===== config.mk =====
export PLATFORM = sky130hd
export DESIGN_NAME = feac_validator
export DESIGN_NICKNAME = d
export VERILOG_FILES = /design/src/rtl/feac_validator.sv
export SDC_FILE = /design/constraint.sdc
export NUM_CORES = 1
export LEC_CHECK = 0
export BUFFER_PORTS_ARGS = -buffer_cell sky130_fd_sc_hd__buf_2
export CAP_MARGIN = 20
export CORE_UTILIZATION = 50
export CTS_CLUSTER_DIAMETER = 80
export DETAILED_ROUTE_END_ITERATION = 7
export PLACE_DENSITY_LB_ADDON = 0.12
export SKIP_CTS_REPAIR_TIMING = 1
export SLEW_MARGIN = 10
export SYNTH_ARGS = -nofsm -noshare
export SYNTH_HDL_FRONTEND = slang
export SYNTH_SLANG_ARGS = --single-unit

===== constraint.sdc =====
create_clock -name clk -period 9.9 [get_ports clk]
set_input_delay 0.99 -clock clk [delete_from_list [all_inputs] [get_ports clk]]
set_output_delay 0.99 -clock clk [all_outputs]
set_load 0.005 [all_outputs]

===== src/rtl/feac_validator.sv =====
module feac_validator #(
  parameter int CW     = 6,
  parameter int DEPTH  = 10,
  parameter int VAL_TH = 8,
  parameter int REM_TH = 3,
  parameter logic [7:0] ALIGN = 8'h7E
) (
  input  logic       clk,
  input  logic       rst_n,
  input  logic       bit_vld,
  input  logic       bit_dat,
  input  logic       reg_wr,
  input  logic       reg_rd,
  input  logic [1:0] reg_addr,
  input  logic [7:0] reg_wdata,
  output logic [7:0] reg_rdata,
  output logic       irq
);
  localparam int PW = $clog2(DEPTH);
  localparam int NW = $clog2(DEPTH + 1);
  localparam int BW = $clog2(CW + 1);

  logic          hunting, eval;
  logic [7:0]    align_sr;
  logic [BW-1:0] bcnt;
  logic [CW-1:0] shf, last_code, vcode;
  logic [CW-1:0] hist [DEPTH];
  logic [DEPTH-1:0] hist_v;
  logic [PW-1:0] wptr;
  logic          code_ok, val_sts, rem_sts, val_en, rem_en;
  logic [NW-1:0] hits;

  wire [7:0]    align_nx = {align_sr[6:0], bit_dat};
  wire [CW-1:0] code_nx  = {shf[CW-2:0], bit_dat};
  wire          push     = bit_vld && !hunting && bcnt == BW'(CW - 1);
  wire          sts_rd   = reg_rd && reg_addr == 2'd1;
  wire          unused_wdata = &{1'b0, reg_wdata[7:2]};

  always_ff @(posedge clk) begin
    if (!rst_n) begin
      hunting   <= 1'b1;
      align_sr  <= '0;
      bcnt      <= '0;
      shf       <= '0;
      last_code <= '0;
      wptr      <= '0;
      hist_v    <= '0;
      eval      <= 1'b0;
    end else begin
      eval <= push;
      if (bit_vld) begin
        if (hunting) begin
          align_sr <= align_nx;
          if (align_nx == ALIGN) begin
            hunting <= 1'b0;
            bcnt    <= '0;
          end
        end else begin
          shf  <= code_nx;
          bcnt <= bcnt + BW'(1);
          if (push) begin
            hunting      <= 1'b1;
            align_sr     <= '0;
            last_code    <= code_nx;
            hist_v[wptr] <= 1'b1;
            wptr         <= (wptr == PW'(DEPTH - 1)) ? '0 : wptr + PW'(1);
          end
        end
      end
    end
  end

  always_ff @(posedge clk)
    if (push) hist[wptr] <= code_nx;

  always_comb begin
    hits = '0;
    for (int i = 0; i < DEPTH; i++)
      if (hist_v[i] && hist[i] == last_code) hits = hits + NW'(1);
  end

  wire fire_val = eval && !code_ok && hits >= NW'(VAL_TH);
  wire fire_rem = eval && code_ok && last_code != vcode && hits >= NW'(REM_TH);

  always_ff @(posedge clk) begin
    if (!rst_n) begin
      code_ok <= 1'b0;
      vcode   <= '0;
      val_sts <= 1'b0;
      rem_sts <= 1'b0;
      val_en  <= 1'b0;
      rem_en  <= 1'b0;
    end else begin
      if (fire_val) begin
        code_ok <= 1'b1;
        vcode   <= last_code;
      end
      if (fire_rem) code_ok <= 1'b0;
      val_sts <= fire_val | (val_sts & ~sts_rd);
      rem_sts <= fire_rem | (rem_sts & ~sts_rd);
      if (reg_wr && reg_addr == 2'd0) {rem_en, val_en} <= reg_wdata[1:0];
    end
  end

  always_comb begin
    case (reg_addr)
      2'd0:    reg_rdata = {6'b0, rem_en, val_en};
      2'd1:    reg_rdata = {5'b0, code_ok, rem_sts, val_sts};
      2'd2:    reg_rdata = {{(8 - CW){1'b0}}, vcode};
      default: reg_rdata = {{(8 - CW){1'b0}}, last_code};
    endcase
  end

  assign irq = (val_sts & val_en) | (rem_sts & rem_en);

  p_code_stable_r1: assert property (@(posedge clk) disable iff (!rst_n)
    !push |=> $stable(last_code));
  p_rehunt_r8: assert property (@(posedge clk) disable iff (!rst_n)
    push |=> hunting && align_sr == 8'h00);
  p_validate_r3: assert property (@(posedge clk) disable iff (!rst_n)
    fire_val |=> code_ok && val_sts && vcode == $past(last_code));
  p_remove_r5: assert property (@(posedge clk) disable iff (!rst_n)
    fire_rem |=> !code_ok && rem_sts);
  p_clear_read_r6: assert property (@(posedge clk) disable iff (!rst_n)
    sts_rd && !eval |=> !val_sts && !rem_sts && code_ok == $past(code_ok));
  p_irq_val_r7: assert property (@(posedge clk) disable iff (!rst_n)
    $rose(val_sts) && val_en |-> irq);
endmodule


* After elaboration in Yosys (flattened, before gate mapping)
Memory sizes are Yosys's and may differ from the RTL's. Index checks and enable logic that the tools add are counted.
Word-level totals: register bits after elaboration 48, bits in latches 0, memory bits (writable) 60, memory bits (read-only) 0, input port bits 16, output and inout port bits 9, logic and storage cells 109, memories 1
Memory list:
- hist | words 10, bits a word 6, rd ports 10, clocked after Yosys merged registers in 0, wr ports 1, line 27 | logic [CW-1:0] hist [DEPTH];
Cells by class: $add $sub $neg 11, multiply operators 0, div/mod/pow operators 0, magnitude comparators 4, eq/ne operators 17, shift-type cells 0, muxes and demuxes 22, bitwise gates (word level) 11, reduce and logical (&&, ||, !) cells 29
Operators with widths (number):
- == test 6 bit | 10
- adder 4 x 1 -> 4 bit, second input constant | 10
- two-way mux 4 bit | 10
- logical AND 1 bit | 20
- case mux 6 bit (3 select lines) | 1
- two-way mux 7 bit | 2
- OR 10 bit | 1
- == test 8 x 7 -> 1 bit, second input constant | 1
- two-way mux 1 bit | 6
- two-way mux 3 bit | 2
- inequality test 6 bit | 1
- AND reduction 2 bit | 3
- less-than comparator 4 x 5 -> 1 bit, second input constant | 1
- AND 1 bit | 4
- demux 1 bit (select 4 bit) | 1
- == test 4 bit, second input constant | 1
- >= comparator 4 x 1 -> 1 bit, second input constant | 1
- >= comparator 4 x 2 -> 1 bit, second input constant | 1
- >= comparator 4 bit, second input constant | 1
- adder 3 x 1 -> 3 bit, second input constant | 1
- == test 3 bit, second input constant | 1
- inverter 1 bit | 3
- OR 1 bit | 3
- AND reduction 3 bit | 1
- other kinds (7) | 8

* Longest topological paths before layout
Gate-level depths: netlist of run 1. An unclocked memory read counts as a cell.
depth in word-level cells 25, depth in mapped cells 32, depth with buffers taken out 30

* Least setup slack after synthesis of run 1
Ideal clock, no wire load.
path type register to register, start point register last_code[2], end point register code_ok, setup time 73 ps, arrival time 6523 ps, required time 9827 ps, slack 3305 ps, stages on the path, launching flop included 33, buffers on the path 2, period minus slack after synthesis 6595 ps, cells stage by stage dfxtp_1 -> buf_6 -> buf_2 -> xnor2_1 -> nand4_1 -> or3_1 -> inv_1 -> ha_1 -> xnor2_4 -> inv_1 -> ha_1 -> nand2_1 -> nand2_1 -> ha_1 -> nand3b_1 -> o21a_1 -> ha_1 -> mux2i_1 -> a21oi_1 -> ha_1 -> mux2_2 -> ha_1 -> a221o_1 -> ha_1 -> or2b_1 -> nor2b_1 -> ha_1 -> nand2_1 -> and3b_1 -> a311o_1 -> or3_1 -> o2111ai_2 -> nor3b_2
Between the ends: longest elaborated chain between the ends 24, elaborated cells between the ends (all ways) 46, classes of those cells 9 x add/sub; 2 x order compare; 11 x eq/ne; 10 x mux; 14 x reduce/logical
Ends and longest elaborated chain:
- start, declared | line 26 | logic [CW-1:0] shf, last_code, vcode;
- start signal, assigned | line 64 | last_code <= code_nx;
- == test 6 bit | line 79 | if (hist_v[i] && hist[i] == last_code) hits = hits + NW'(1);
- logical AND 1 bit | line 79
- two-way mux 1 bit | line 79
- adder 4 x 1 -> 4 bit | line 79
- two-way mux 4 bit | line 79
- adder 4 x 1 -> 4 bit | line 79
- two-way mux 4 bit | line 79
- adder 4 x 1 -> 4 bit | line 79
- [... 8 more ...]
- two-way mux 4 bit | line 79
- adder 4 x 1 -> 4 bit | line 79
- two-way mux 4 bit | line 79
- adder 4 x 1 -> 4 bit | line 79
- two-way mux 4 bit | line 79
- >= comparator 4 x 2 -> 1 bit | line 83 | wire fire_rem = eval && code_ok && last_code != vcode && hits >= NW'(REM_TH);
- logical AND 1 bit | line 83
- OR reduction 2 bit (no line)
- end signal, assigned | line 87 | code_ok <= 1'b0;
- end signal, assigned | line 95 | code_ok <= 1'b1;
- end signal, assigned | line 98 | if (fire_rem) code_ok <= 1'b0;
- end, declared | line 30 | logic code_ok, val_sts, rem_sts, val_en, rem_en;
Several ways; a longest one is shown, not always the timed one. A chain may end at the register's enable or synchronous reset.

* Worst setup path in the final report of run 1
start point register last_code[3], end point register code_ok
Same word-level chain as after synthesis.

==> results_dict.tcl, run 1 <==
set metrics [dict create \
    final_common_cell "edfxtp_1" \
    layout_common_cells "edfxtp_1, nand2_1, dfxtp_1" \
    cts.sinks 108 \
    syn_inst 497 \
    grtUsageTotal_pct 20.3 \
    pin_count 25 \
    post-route-period-util_pct 76.2 \
    die_x_um 106 \
    seq_area_frac_synth_pct 50.9 \
    drc 0 \
    core-area_um2 10400 \
    syn_to_final_growth_pct 5.83 \
    crit_top_cell "ha_1" \
    rows 37 \
    cts_buffers 9 \
    status "finished clean" \
    p_per_area_nw_per_um2 130 \
    finalClockSkew_ns 0.00900 \
    vias 3470 \
    critPathSlowestCell "dfxtp_1" \
    r2r_cells 29 \
    cts_tree "built" \
    grt_max_degree 47 \
    antenna_found_initial 0 \
    setup_viol 0 \
    grt.overflow.total 0 \
    synth_edf_count 60 \
    place_hpwl_mm 7.06 \
    routabilityCongestion 0.785 \
    min_period_ns 7.54 \
    crit_path_end_kind "flop" \
    die_area_um2 11300 \
    holdPathStages 2 \
    min_path_type "flop to flop" \
    cp.required_ns 10.21 \
    syn_avg_cell_area_um2 10.9 \
    path_class "flop to flop" \
    cts_root_buf "clkbuf_8" \
    seq_area_um2 2760 \
    synth_cell_type_count 62 \
    wire_per_inst_um 16.3 \
    netlist_area_um2 5430 \
    min_to "align_sr[1]" \
    grt_pass1_wl_mm 17.0 \
    port_buffers 16 \
    r2r_slack_ns 2.36 \
    drt_pre_antenna_iters 5 \
    ys.flop_type "edfxtp_1" \
    routed_wl_mm 10.5 \
    start_kind "flop" \
    multiInputGateArea_um2 2470 \
    drt_iter0_drc 262 \
    start_util_pct 52.1 \
    antenna_cells 0 \
    async_flop_share_pct 0 \
    rsz0062_at_grt "no" \
    p_leak_nw 2.20 \
    htree_num_levels 3 \
    fill_cells 894 \
    ys_ff_latch 108 \
    tightest_slew_ns 1.16 \
    hold_start "align_sr[0]" \
    grt_pass1_vias 3308 \
    drtAntennaViolNets 0 \
    timing.rr.end "code_ok" \
    cpPeakStageDelay_ns 0.89 \
    hold-worst-slack_ns 0.469 \
    reg2reg_from "last_code[3]" \
    hold_viol_final 0 \
    drive_gt1_share_pct 11.4 \
    vdd_drop_max_mv 0.0842 \
    path_clk_slew_ns 0.10 \
    ctsLongestPathBuffers 2 \
    setup.worst_path.start "last_code[3]" \
    viasPerCell 5.40 \
    crit_fanout 14 \
    nets 529 \
    max_freq_mhz 133 \
    drv_cap 0 \
    finalSetupTns_ns 0 \
    relSlewSlack_pct 22.1 \
    cp.arrival_ns 7.85 \
    clk_latency_ns 0.38 \
    dieHeight_um 106 \
    final_max_slew_viol_count 0 \
    yosysWarnings 0 \
]
[final cells by class]
class,instances,area share (%)
clock inverter,6,1.13
multi-input combinational,354,43.0
timing repair buffer,21,2.05
tap,136,2.96
sequential,108,48.1
clock buffer,10,2.22
inverter,8,0.523
[state kept, by name, summed over array words and instances, names as in the netlist, 3 cells and up]
| register | count |
|---|---|
| align_sr | 7 |
| bcnt | 3 |
| hist | 60 |
| hist_v | 10 |
| last_code | 6 |
| shf | 5 |
| vcode | 6 |
| wptr | 4 |
[worst max-delay path, delay by kind of cell, from the launching register on]
| kind | cells | cell delay [ns] |
|---|---|---|
| buffers and inverters | 1 | 0.07 |
| AO/OA/AOI/OAI | 5 | 1.32 |
| XOR/XNOR | 2 | 0.43 |
| flip-flops | 1 | 0.89 |
| AND/OR/NAND/NOR | 11 | 2.05 |
| multiplexers | 2 | 0.33 |
| adder cells (fa/ha/maj) | 8 | 2.39 |
[metal layers]
metal | routed length (µm) | track usage [%]
met1 | 5060 | 26.7
met2 | 4910 | 32.7
met3 | 237 | 3.37
met4 | 264 | 9.62
met5 | 0 | 0
[power by group]
group | switching (mW) | internal [mW]
Combinational | 0.00814 | 0.00338
Sequential | 0.000523 | 0.469
Clock | 0.147 | 0.117
Total | 0.155 | 0.589
[synth_stat cells, types with 2 or more instances]
cell	n	area, µm²
edfxtp_1	60	1800
nand2_1	56	210
dfxtp_1	48	961
xnor2_1	44	385
nor2_1	42	158
xor2_1	38	333
a21oi_1	34	170
nand3_1	13	65.1
ha_1	11	138
o21ai_0	10	50.1
clkbuf_1	9	33.8
buf_4	7	52.6
inv_1	7	26.3
mux2i_1	7	70.1
nand4_1	7	43.8
nand4b_1	7	61.3
nor2b_1	7	43.8
nor3_1	7	35.0
or3_1	7	43.8
and2_1	5	31.3
buf_2	5	25.0
nand2b_1	5	31.3
and3_1	4	25.0
buf_6	4	45.0
buf_1	3	11.3
nand3b_1	3	22.5
nor3_2	3	30.0
nor4_1	3	18.8
and4_4	2	22.5
mux2_2	2	22.5
mux4_2	2	45.0
nor3b_1	2	15.0
nor4_2	2	25.0
nor4_4	2	42.5
xnor2_4	2	55.1
[cell families after synthesis]
group,after synthesis,synth area share (%)
simple gates,184,18.2
mux,11,2.54
buf+inv,36,3.64
compound gates,58,6.27
flops,108,50.9
xor+xnor,88,15.9
fa+ha+maj,11,2.54
other cells,1,0.0691
[how the worst max path moves through the flow]
stage	endpoint	slack [ns]	depth (start not counted)
after detailed placement	code_ok	2.38	29
after global placement	code_ok	2.51	29
after CTS	code_ok	2.35	29
final	code_ok	2.36	29
after global routing	code_ok	1.86	29
after floorplan	code_ok	3.30	32
[stage by stage]
| stage | instance area, µm² | cells | worst slack [ns] | power (mW) | utilization, % |
|---|---|---|---|---|---|
| after detailed placement | 5550 | 627 | 2.38 | 0.492 | 53.3 |
| after global routing | 5740 | 643 | 1.86 | 0.774 | 55.1 |
| after CTS | 5740 | 643 | 2.35 | 0.754 | 55.1 |
| after floorplan | 5430 | 498 | 3.30 | 0.487 | - |
| after global placement | 5550 | 627 | 2.51 | 0.491 | 53.3 |
| final | 5740 | 643 | 2.36 | 0.744 | 55.1 |
(Power assumes the default switching activity.)
==> run 2: changes to the inputs <==
==> constraint.sdc (replaced) <==
create_clock -name clk -period 6.8 [get_ports clk]
set_input_delay 0.68 -clock clk [delete_from_list [all_inputs] [get_ports clk]]
set_output_delay 0.68 -clock clk [all_outputs]
set_load 0.005 [all_outputs]
==> run 2 against run 1 <==
  * First-iteration DRC count is 26% lower
  * Sequential power is 46% higher
  * Register-to-register slack got worse by 2.1 ns
  * Maximum frequency increased by 16%
  * Global-route usage down 0.89 points
==> results_dict.tcl, run 2 (same netlist as run 1, synthesis figures left out) <==
set metrics [dict create \
    hold_viol_final 0 \
    setup.worst_path.start "hist[1][2]" \
    drc 0 \
    power_frac_seq_pct 64.9 \
    routabilityCongestion 0.772 \
    antenna_cells 0 \
    cpPeakStageDelay_ns 0.43 \
    min_to "align_sr[6]" \
    start_util_pct 52.1 \
    die_area_um2 11300 \
    syn_to_final_growth_pct 8.92 \
    hold-worst-slack_ns 0.468 \
    crit_top_cell "ha_1" \
    clockPowerShare_pct 33.5 \
    p_sw_mw 0.230 \
    grt_pass1_wl_mm 16.7 \
    ctsLongestPathBuffers 2 \
    timing.rr.end "code_ok" \
    final_common_cell "edfxtp_1" \
    start_kind "flop" \
    largest_reg_flops 60 \
    htree_num_levels 3 \
    cts_root_buf "clkbuf_8" \
    grtUsageTotal_pct 19.4 \
    largest_register "hist" \
    die_x_um 106 \
    port_buffers 16 \
    p_leak_nw 2.25 \
    drive_gt1_share_pct 16.6 \
    antenna_found_initial 0 \
    dieHeight_um 106 \
    final_max_slew_viol_count 0 \
    drtAntennaViolNets 0 \
    viasPerCell 5.34 \
    pin_count 25 \
    postLayoutCellArea_um2 5910 \
    p_int_mw 0.823 \
    crit_fanout 3 \
    r2r_slack_ns 0.29 \
    cts.sinks 108 \
    critPathSlowestCell "or3_4" \
    p_per_area_nw_per_um2 178 \
    routed_wl_mm 10.5 \
    grt.overflow.total 0 \
    crit_path_end_kind "flop" \
    wire_per_inst_um 16.0 \
    nets 541 \
    reg2reg_from "hist[1][2]" \
    clk_latency_ns 0.37 \
    holdPathStages 2 \
    status "finished clean" \
    rsz0062_at_grt "yes" \
    cts_tree "built" \
    core-area_um2 10400 \
    drt_iter0_drc 193 \
    tightest_slew_ns 1.05 \
    max_freq_mhz 154 \
    grt_max_degree 47 \
    reg_top3 "hist (60), hist_v (10), align_sr (7)" \
    cts_buffers 9 \
    rows 37 \
    drv_cap 0 \
    fill_cells 901 \
    post-route-period-util_pct 95.8 \
    place_hpwl_mm 7.04 \
    relSlewSlack_pct 29.5 \
    grt_pass1_vias 3280 \
    min_period_ns 6.51 \
    cp.arrival_ns 6.81 \
    finalClockSkew_ns 0.00873 \
    dpl-instance-area_um2 5600 \
    layout_common_cells "edfxtp_1, nand2_1, dfxtp_1" \
    comb_power_share_pct 1.5 \
    vias 3500 \
    cp.required_ns 7.10 \
    setup_viol 0 \
    netSwitchingFraction_pct 21.8 \
    hold_start "align_sr[6]" \
    r2r_cells 28 \
    path_clk_slew_ns 0.10 \
    drt_pre_antenna_iters 4 \
    path_class "flop to flop" \
    vdd_drop_max_mv 0.103 \
    min_path_type "flop to flop" \
]
## run 2: critical path: cells and delay by family (launching register included)
family          cells  cell delay (ns)
fa+ha+maj           7             1.88
xor+xnor            3             0.62
mux                 2             0.46
buf+inv             2             0.22
simple gates        9             1.86
compound gates      5             1.03
flops               1             0.39
## run 2: worst max-delay path by stage
stage               endpoint  slack (ns)  cells past startpoint
global route         code_ok       -0.09                     28
floorplan            code_ok        0.20                     32
finish               code_ok        0.29                     28
detailed placement   code_ok        0.05                     30
CTS                  code_ok       0.004                     30
global placement     code_ok        0.16                     30
## run 2: area by class of cell
cell class | instances | area [µm²] | area share (%)
sequential | 108 | 2770 | 46.8
multi-input combinational | 354 | 2560 | 43.4
timing repair buffer | 33 | 205 | 3.47
tap | 136 | 170 | 2.88
clock buffer | 9 | 124 | 2.10
clock inverter | 7 | 51.3 | 0.868
inverter | 8 | 30.0 | 0.508
## run 2: layer usage
layer  share of wire (%)  track usage [%]  up-vias
met3                 4.2             2.45       15
met4                 1.4             7.14        0
met2                  48             31.6       55
li1                    -                -     1757
met1                  46             26.7     1673
met5                   0                0        -
## run 2: power by group through the flow
stage,logic (mW),registers (mW),clock network (mW)
after floorplan,0.0109,0.698,0
after global placement,0.0164,0.699,0
after detailed placement,0.0167,0.699,0
after CTS,0.0168,0.684,0.360
after global routing,0.0180,0.684,0.381
final,0.0163,0.684,0.353
## run 2: stage by stage
| step | worst slack (ns) | TNS (ns) | total power, mW | utilization, % | instances |
|---|---|---|---|---|---|
| 2_1_floorplan | 0.205 | 0 | 0.709 | - | 498 |
| 3_3_place_gp | 0.157 | 0 | 0.715 | 53.7 | 633 |
| 3_5_place_dp | 0.0478 | 0 | 0.715 | 53.7 | 633 |
| 4_1_cts | 0.00446 | 0 | 1.06 | 55.4 | 649 |
| 5_1_grt | -0.0887 | -0.147 | 1.08 | 56.7 | 655 |
| 6_report | 0.288 | 0 | 1.05 | 56.7 | 655 |
